$ cat src/rtl/ptw_pkg.sv
package ptw_pkg;
  localparam int unsigned VA_W      = 64;
  localparam int unsigned PA_W      = 45;
  localparam int unsigned OFF_W     = 13;
  localparam int unsigned IDX_W     = 10;
  localparam int unsigned LEVELS    = 3;
  localparam int unsigned PTE_W     = 64;
  localparam int unsigned PFN_W     = 32;
  localparam int unsigned PFN_LSB   = 32;
  localparam int unsigned PTE_SHIFT = 3;
  localparam int unsigned VPN_W     = IDX_W * LEVELS;
  localparam int unsigned VA_USED   = OFF_W + VPN_W;
  localparam int unsigned LVL_W     = $clog2(LEVELS + 1);

  typedef logic [PA_W-1:0]  paddr_t;
  typedef logic [PFN_W-1:0] pfn_t;
  typedef logic [IDX_W-1:0] idx_t;
  typedef logic [LVL_W-1:0] lvl_t;

  typedef enum logic [1:0] {WS_IDLE, WS_ISSUE, WS_WAIT} walk_state_e;

  // Byte address of one entry inside a table that starts at tbl.
  function automatic paddr_t entry_addr(paddr_t tbl, idx_t idx);
    return tbl + (paddr_t'(idx) << PTE_SHIFT);
  endfunction

  // Start address of the table held in a frame.
  function automatic paddr_t frame_base(pfn_t pfn);
    return paddr_t'({pfn, {OFF_W{1'b0}}});
  endfunction

  // Final physical address: frame number followed by the page offset.
  function automatic paddr_t frame_join(pfn_t pfn, logic [OFF_W-1:0] off);
    return paddr_t'({pfn, off});
  endfunction
endpackage

$ cat src/rtl/ptw_va_split.sv
module ptw_va_split
  import ptw_pkg::*;
(
  input  logic [VA_USED-1:0]            va,
  output logic [LEVELS-1:0][IDX_W-1:0]  idx,
  output logic [OFF_W-1:0]              off,
  output logic [VPN_W-1:0]              vpn
);
  // idx[0] selects in the top table, idx[LEVELS-1] in the leaf table.
  for (genvar l = 0; l < LEVELS; l++) begin : g_level
    assign idx[l] = va[OFF_W + IDX_W*(LEVELS-1-l) +: IDX_W];
  end

  assign off = va[OFF_W-1:0];
  assign vpn = va[VA_USED-1:OFF_W];
endmodule

$ cat src/rtl/ptw_addr_gen.sv
module ptw_addr_gen
  import ptw_pkg::*;
(
  input  paddr_t                       tbl,
  input  lvl_t                         level,
  input  logic [LEVELS-1:0][IDX_W-1:0] idx,
  output paddr_t                       addr
);
  idx_t sel;

  always_comb begin
    sel = '0;
    for (int l = 0; l < LEVELS; l++) begin
      if (level == lvl_t'(l + 1)) sel = idx[l];
    end
  end

  assign addr = entry_addr(tbl, sel);
endmodule

$ cat src/rtl/ptw_pte_decode.sv
module ptw_pte_decode
  import ptw_pkg::*;
(
  input  logic [PTE_W-1:0] pte,
  output logic             valid,
  output pfn_t             pfn,
  output paddr_t           next_tbl
);
  logic unused_pte_bits;

  assign valid           = pte[0];
  assign pfn             = pte[PFN_LSB +: PFN_W];
  assign next_tbl        = frame_base(pfn);
  assign unused_pte_bits = ^pte[PFN_LSB-1:1];
endmodule

$ cat src/rtl/page_walker.sv
module page_walker
  import ptw_pkg::*;
(
  input  logic              clk,
  input  logic              rst_n,
  input  logic              base_we,
  input  logic [PA_W-1:0]   base_wdata,
  input  logic              req_valid,
  output logic              req_ready,
  input  logic [VA_W-1:0]   req_vaddr,
  output logic              mem_req_valid,
  output logic [PA_W-1:0]   mem_req_addr,
  input  logic              mem_rsp_valid,
  input  logic [PTE_W-1:0]  mem_rsp_data,
  output logic              res_valid,
  output logic              res_fault,
  output logic [LVL_W-1:0]  res_level,
  output logic [PA_W-1:0]   res_paddr,
  output logic [VPN_W-1:0]  res_vpn
);
  walk_state_e          state_q;
  paddr_t               base_q;
  paddr_t               tbl_q;
  lvl_t                 level_q;
  logic [VA_USED-1:0]   va_q;

  logic                 res_valid_q, res_fault_q;
  lvl_t                 res_level_q;
  paddr_t               res_paddr_q;
  logic [VPN_W-1:0]     res_vpn_q;

  logic [LEVELS-1:0][IDX_W-1:0] va_idx;
  logic [OFF_W-1:0]     va_off;
  logic [VPN_W-1:0]     va_vpn;
  paddr_t               pte_addr;
  logic                 pte_valid;
  pfn_t                 pte_pfn;
  paddr_t               next_tbl;
  logic                 unused_va_hi;

  // Internal events, named for the assertions.
  logic accept, rsp_take, walk_fault, walk_done, step_next, base_take;

  assign unused_va_hi = ^req_vaddr[VA_W-1:VA_USED];

  ptw_va_split u_split (
    .va  (va_q),
    .idx (va_idx),
    .off (va_off),
    .vpn (va_vpn)
  );

  ptw_addr_gen u_addr (
    .tbl   (tbl_q),
    .level (level_q),
    .idx   (va_idx),
    .addr  (pte_addr)
  );

  ptw_pte_decode u_dec (
    .pte      (mem_rsp_data),
    .valid    (pte_valid),
    .pfn      (pte_pfn),
    .next_tbl (next_tbl)
  );

  assign req_ready  = (state_q == WS_IDLE);
  assign accept     = req_valid && req_ready;
  assign base_take  = base_we && (state_q == WS_IDLE);
  assign rsp_take   = mem_rsp_valid && (state_q == WS_WAIT);
  assign walk_fault = rsp_take && !pte_valid;
  assign walk_done  = rsp_take && pte_valid && (level_q == lvl_t'(LEVELS));
  assign step_next  = rsp_take && pte_valid && (level_q != lvl_t'(LEVELS));

  assign mem_req_valid = (state_q == WS_ISSUE);
  assign mem_req_addr  = pte_addr;

  always_ff @(posedge clk or negedge rst_n) begin
    if (!rst_n) begin
      state_q     <= WS_IDLE;
      base_q      <= '0;
      tbl_q       <= '0;
      level_q     <= '0;
      va_q        <= '0;
      res_valid_q <= 1'b0;
      res_fault_q <= 1'b0;
      res_level_q <= '0;
      res_paddr_q <= '0;
      res_vpn_q   <= '0;
    end else begin
      res_valid_q <= 1'b0;
      if (base_take) base_q <= base_wdata;
      unique case (state_q)
        WS_IDLE: begin
          if (accept) begin
            va_q    <= req_vaddr[VA_USED-1:0];
            tbl_q   <= base_q;
            level_q <= lvl_t'(1);
            state_q <= WS_ISSUE;
          end
        end
        WS_ISSUE: state_q <= WS_WAIT;
        WS_WAIT: begin
          if (step_next) begin
            tbl_q   <= next_tbl;
            level_q <= level_q + lvl_t'(1);
            state_q <= WS_ISSUE;
          end else if (walk_fault || walk_done) begin
            state_q     <= WS_IDLE;
            res_valid_q <= 1'b1;
            res_fault_q <= walk_fault;
            res_level_q <= level_q;
            res_paddr_q <= walk_done ? frame_join(pte_pfn, va_off) : '0;
            res_vpn_q   <= va_vpn;
          end
        end
        default: state_q <= WS_IDLE;
      endcase
    end
  end

  assign res_valid = res_valid_q;
  assign res_fault = res_fault_q;
  assign res_level = res_level_q;
  assign res_paddr = res_paddr_q;
  assign res_vpn   = res_vpn_q;

  // Reads issued since the last acceptance, kept for the bound check.
  logic [LVL_W:0] rd_cnt_q;
  always_ff @(posedge clk or negedge rst_n) begin
    if (!rst_n)             rd_cnt_q <= '0;
    else if (accept)        rd_cnt_q <= '0;
    else if (mem_req_valid) rd_cnt_q <= rd_cnt_q + 1'b1;
  end

  p_reads_bounded_r3: assert property (@(posedge clk) disable iff (!rst_n)
    rd_cnt_q <= (LVL_W+1)'(LEVELS));

  p_next_issue_r3: assert property (@(posedge clk) disable iff (!rst_n)
    step_next |=> mem_req_valid);

  p_done_result_r4: assert property (@(posedge clk) disable iff (!rst_n)
    walk_done |=> (res_valid && !res_fault && res_level == lvl_t'(LEVELS)));

  p_res_pulse_r4: assert property (@(posedge clk) disable iff (!rst_n)
    res_valid |=> !res_valid);

  p_fault_ends_r5: assert property (@(posedge clk) disable iff (!rst_n)
    walk_fault |=> (res_valid && res_fault && req_ready && !mem_req_valid));

  p_ready_drop_r6: assert property (@(posedge clk) disable iff (!rst_n)
    accept |=> (!req_ready && mem_req_valid));

  p_ignore_rsp_r7: assert property (@(posedge clk) disable iff (!rst_n)
    (mem_rsp_valid && state_q != WS_WAIT) |=> !res_valid);

  p_base_hold_r9: assert property (@(posedge clk) disable iff (!rst_n)
    !req_ready |=> $stable(base_q));

  p_req_pulse_r10: assert property (@(posedge clk) disable iff (!rst_n)
    mem_req_valid |=> !mem_req_valid);
endmodule

$ cat config.mk
export PLATFORM = sky130hd
export DESIGN_NAME = page_walker
export DESIGN_NICKNAME = d
export VERILOG_FILES = /design/src/rtl/ptw_pkg.sv /design/src/rtl/ptw_va_split.sv /design/src/rtl/ptw_addr_gen.sv /design/src/rtl/ptw_pte_decode.sv /design/src/rtl/page_walker.sv
export SDC_FILE = /design/constraint.sdc
export NUM_CORES = 1
export LEC_CHECK = 0
export BUFFER_PORTS_ARGS = -buffer_cell sky130_fd_sc_hd__buf_2
export CAP_MARGIN = 5
export CORE_ASPECT_RATIO = 1.5
export CORE_UTILIZATION = 40
export DETAILED_ROUTE_END_ITERATION = 10
export PLACE_DENSITY_LB_ADDON = 0.1
export SLEW_MARGIN = 5
export SYNTH_ARGS = -nofsm -noshare
export SYNTH_HDL_FRONTEND = slang
export SYNTH_SLANG_ARGS = --single-unit
$ cat constraint.sdc
create_clock -name clk -period 4.1 [get_ports clk]
set_input_delay 0.41 -clock clk [delete_from_list [all_inputs] [get_ports clk]]
set_output_delay 0.41 -clock clk [all_outputs]
set_load 0.02 [all_outputs]
==> impl_metrics.xml <==
<?xml version="1.0" encoding="UTF-8"?>
<metrics>
  <group name="outcome">
    <metric name="run_status" unit="">finished, final reports clean</metric>
  </group>
  <group name="floorplanning">
    <metric name="top_level_pins" unit="">304</metric>
    <metric name="rows" unit="">69</metric>
    <metric name="design.die.area" unit="mm2">0.0247</metric>
    <metric name="floorplan.core_area" unit="mm2">0.0237</metric>
    <metric name="die_height" unit="um">192</metric>
    <metric name="die_width" unit="um">129</metric>
    <metric name="initial_core_util" unit="%">40.7</metric>
  </group>
  <group name="pwr">
    <metric name="p_clk_share" unit="%">17.6</metric>
    <metric name="seq_power_share" unit="%">33.6</metric>
    <metric name="total_switching_power" unit="uW">4850</metric>
    <metric name="power.share.switching" unit="%">42.5</metric>
    <metric name="max-vdd-ir-drop" unit="uV">518</metric>
    <metric name="cellInternalPower" unit="uW">6570</metric>
    <metric name="power.static_leakage" unit="uW">0.00597</metric>
    <metric name="power_per_cell_area" unit="mW/mm2">932</metric>
    <metric name="total_power" unit="uW">11400</metric>
    <metric name="combinational_share_of_power" unit="%">48.8</metric>
  </group>
  <group name="clock_network">
    <metric name="cts_buffers" unit="">22</metric>
    <metric name="clockRootBuffer" unit="">clkbuf_16</metric>
    <metric name="skew_pair_late_insertion_delay" unit="ns">0.51</metric>
    <metric name="clock_path_buffers" unit="">3</metric>
    <metric name="tritoncts" unit="">done</metric>
    <metric name="cts.reportedPaths.clkPinSlew" unit="ns">0.07</metric>
    <metric name="htree_levels" unit="">1</metric>
    <metric name="cts_num_sinks" unit="">216</metric>
  </group>
  <group name="placed_design">
    <metric name="port_buffers" unit="">251</metric>
    <metric name="dpl.cell_count" unit="">1423</metric>
    <metric name="post_dp_cell_area" unit="mm2">0.0112</metric>
    <metric name="place_hpwl" unit="mm">18.1</metric>
    <metric name="globalplace.congestion" unit="">0.808</metric>
    <metric name="preCtsSetupSlack" unit="ns">0.290</metric>
  </group>
  <group name="synth">
    <metric name="netlist_top_cells_area" unit="">dfrtp_1, mux2_2, nand2_1, a22o_1, a31oi_1</metric>
    <metric name="synth.avg_cell_area" unit="um2">10.8</metric>
    <metric name="syn-cell-area" unit="mm2">0.00964</metric>
    <metric name="synth_xor_area_share" unit="%">3.45</metric>
    <metric name="synth_compound_gate_area_share" unit="%">11.5</metric>
    <metric name="synthMuxAreaShare" unit="%">10.4</metric>
    <metric name="synth_top_area_share" unit="%">56.1</metric>
    <metric name="synthesis.nets" unit="">1088</metric>
    <metric name="synth_enable_flop_cells" unit="">0</metric>
    <metric name="largest_family_of_logic_cells_by_synthesized_area" unit="">simple AND/OR/NAND/NOR gates</metric>
    <metric name="synth_fa_ha_area_share" unit="%">1.90</metric>
    <metric name="yosys_most_used_dff" unit="">dfrtp_1</metric>
    <metric name="syn_inst" unit="">896</metric>
    <metric name="ys_types" unit="">45</metric>
    <metric name="yosys.area_share.simple" unit="%">13.5</metric>
    <metric name="post_synthesis_async_set_or_reset_flop_share" unit="%">100</metric>
    <metric name="synth-warning-count" unit="">0</metric>
    <metric name="synth_seq_cells" unit="">216</metric>
    <metric name="synth.largest_area_cell" unit="">dfrtp_1</metric>
    <metric name="synth-seq-area-share" unit="%">56.1</metric>
  </group>
  <group name="finish">
    <metric name="final_layout_size_suffix_gt1_share" unit="%">38.6</metric>
    <metric name="finish.cell_count_without_fillers" unit="">1475</metric>
    <metric name="fin_nets" unit="">1333</metric>
    <metric name="post-route-cell-area" unit="mm2">0.0123</metric>
    <metric name="final.fill_count" unit="">2274</metric>
    <metric name="area_growth_syn_to_layout" unit="%">27.2</metric>
  </group>
  <group name="sta">
    <metric name="final_hold_viol_count" unit="">0</metric>
    <metric name="setup_repair_after_global_routing_missed_its_margin" unit="">true</metric>
    <metric name="finalSetupTns" unit="ns">0</metric>
    <metric name="slew_viol_final" unit="">0</metric>
    <metric name="timing.final.ws_setup" unit="ns">0.134</metric>
    <metric name="report.final.setup_viol" unit="">0</metric>
    <metric name="max_freq" unit="GHz">0.252</metric>
    <metric name="min_period_over_period" unit="%">96.7</metric>
    <metric name="max-slew-margin-rel" unit="%">23.6</metric>
    <metric name="finalCriticalPeriod" unit="ns">3.97</metric>
    <metric name="worst_clock_skew" unit="ns">0.0145</metric>
    <metric name="tightestPinTransition" unit="ns">1.15</metric>
  </group>
  <group name="routing">
    <metric name="drtPass1Iterations" unit="">4</metric>
    <metric name="wl_per_cell" unit="um">18.0</metric>
    <metric name="via_per_inst" unit="">5.11</metric>
    <metric name="dr.first_iter.drc_count" unit="">234</metric>
    <metric name="drt-total-wl" unit="mm">26.6</metric>
    <metric name="route.vias.total" unit="">7540</metric>
    <metric name="remaining_drc_errors" unit="">0</metric>
    <metric name="drtAntennaViolNets" unit="">0</metric>
  </group>
  <group name="worst_setup_path">
    <metric name="rr_startpoint" unit="">level_q[0]</metric>
    <metric name="timing.critical_path.fanout_max" unit="">11</metric>
    <metric name="worstSetupStartpointType" unit="">flop</metric>
    <metric name="critPathKind" unit="">flop to output pin</metric>
    <metric name="ff2ff_setup_slack" unit="ns">1.37</metric>
    <metric name="critical_path.endpoint_type" unit="">output pin</metric>
    <metric name="timing.critical_path.from" unit="">level_q[1]</metric>
    <metric name="timing.critical_path.required" unit="ns">3.69</metric>
    <metric name="worstPathArrival" unit="ns">3.56</metric>
  </group>
  <group name="grt">
    <metric name="globalRoute.totalOverflow" unit="">0</metric>
    <metric name="grt_start_max_net_pins" unit="">109</metric>
    <metric name="grt_pass1_wl" unit="mm">41.3</metric>
    <metric name="grt_usage" unit="%">21.7</metric>
    <metric name="antenna_found_initial" unit="">2</metric>
    <metric name="vias_in_the_first_global_route" unit="">7503</metric>
  </group>
  <group name="worst_hold_path">
    <metric name="hp-start" unit="">req_vaddr[1]</metric>
    <metric name="hold_path.class" unit="">input pin to flop</metric>
  </group>
  <group name="run">
    <metric name="maxCapViolations" unit="">0</metric>
  </group>
</metrics>
routing by layer:
layer	vias to the layer above	GRT usage (%)	part of all wire [%]
li1	3587	-	-
met1	3707	25.7	40
met2	209	38.6	51
met3	35	5.07	6.1
met4	2	6.38	2.3
met5	-	0	0.030
cell type report:
| type | count | area (um2) | area share [%] |
|---|---|---|---|
| Clock buffer | 29 | 618 | 5.04 |
| Sequential cell | 216 | 5410 | 44.1 |
| Clock inverter | 9 | 100 | 0.817 |
| Timing Repair Buffer | 279 | 1530 | 12.5 |
| Tap cell | 319 | 399 | 3.26 |
| Inverter | 16 | 60.1 | 0.490 |
| Antenna cell | 1 | 2.50 | 0.0204 |
| Multi-Input combinational cell | 606 | 4140 | 33.8 |
path summary, 6_finish.rpt:
| kind | end | cells past startpoint |
|---|---|---|
| max | mem_req_addr[10] | 13 |
| min | va_q[1] | 2 |
| max reg2reg | tbl_q[26] | 7 |
| min reg2reg | res_vpn[13] | 2 |
| max in group asynchronous | res_vpn[17] | 3 |
| min in group asynchronous | res_valid | 2 |
cell families (layout without fill, tap and decap cells):
logic type | after synthesis | in the layout
simple gates | 311 | 311
compound gates | 154 | 154
other cells | 0 | 1
flops | 216 | 216
mux | 89 | 89
buf+inv | 74 | 333
xor+xnor | 38 | 38
fa+ha+maj | 14 | 14
power groups by stage:
stage               logic [uW]  registers (uW)  clock network, uW
floorplan                 3200            4050                  0
global placement          5100            3850                  0
detailed placement        5140            3880                  0
CTS                       5310            3850               2070
global route              6120            3980               2150
finish                    5580            3840               2010
critical path, cell delays in order, from the launching register on:
cell and delay [ns]:
dfrtp_1 0.39, buf_4 0.14, ha_2 0.19, buf_4 0.18, a22oi_1 0.23, o21ai_2 0.11, ha_1 0.31, a21oi_2 0.22
nor3b_4 0.08, buf_4 0.14, o21a_1 0.19, or4b_2 0.61, nand3_1 0.12, buf_4 0.15
registers in the layout (all words and copies together) (netlist names):
name / cells
state_q: 2
res_vpn: 30
level_q: 2
res_fault: 1
res_paddr: 45
va_q: 43
tbl_q: 45
res_valid: 1
res_level: 2
base_q: 45
cell usage after synthesis, drive strengths merged (8+ instances only):
| cell | instances |
|---|---|
| dfrtp | 216 |
| nand2 | 211 |
| mux2 | 88 |
| a22o | 45 |
| nor2 | 42 |
| a31oi | 39 |
| clkbuf | 34 |
| nand3 | 28 |
| xor2 | 25 |
| buf | 24 |
| a21oi | 19 |
| o21ai | 18 |
| inv | 16 |
| ha | 13 |
| xnor2 | 13 |
| a22oi | 9 |
| a311oi | 8 |
layout by cell type (no fill, tap or decap), types with 11 or more instances in the layout:
| cell | count |
|---|---|
| buf_2 | 241 |
| dfrtp_1 | 216 |
| nand2_1 | 209 |
| mux2_2 | 88 |
| a22o_1 | 45 |
| nor2_1 | 41 |
| a31oi_1 | 39 |
| buf_4 | 32 |
| nand3_1 | 25 |
| xor2_1 | 25 |
| clkbuf_16 | 23 |
| a21oi_1 | 15 |
| inv_1 | 14 |
| xnor2_1 | 13 |
| o21ai_0 | 11 |
per-stage QoR:
stage	hold WS (ns)	util, %
after floorplan	0.114	-
after global placement	0.449	47.4
after detailed placement	0.455	47.4
after CTS	0.105	50.9
after global routing	0.113	51.8
final	0.130	51.8
repair_timing:
action,in CTS,in global routing
endpoints found under the setup margin,33,34
cloned,0,1
setup buffers,5,6
pin swaps,3,13
endpoints found under the hold margin,31,0
resized for setup,14,48
hold buffers,1,0
Power figures use the tool's default switching activity.
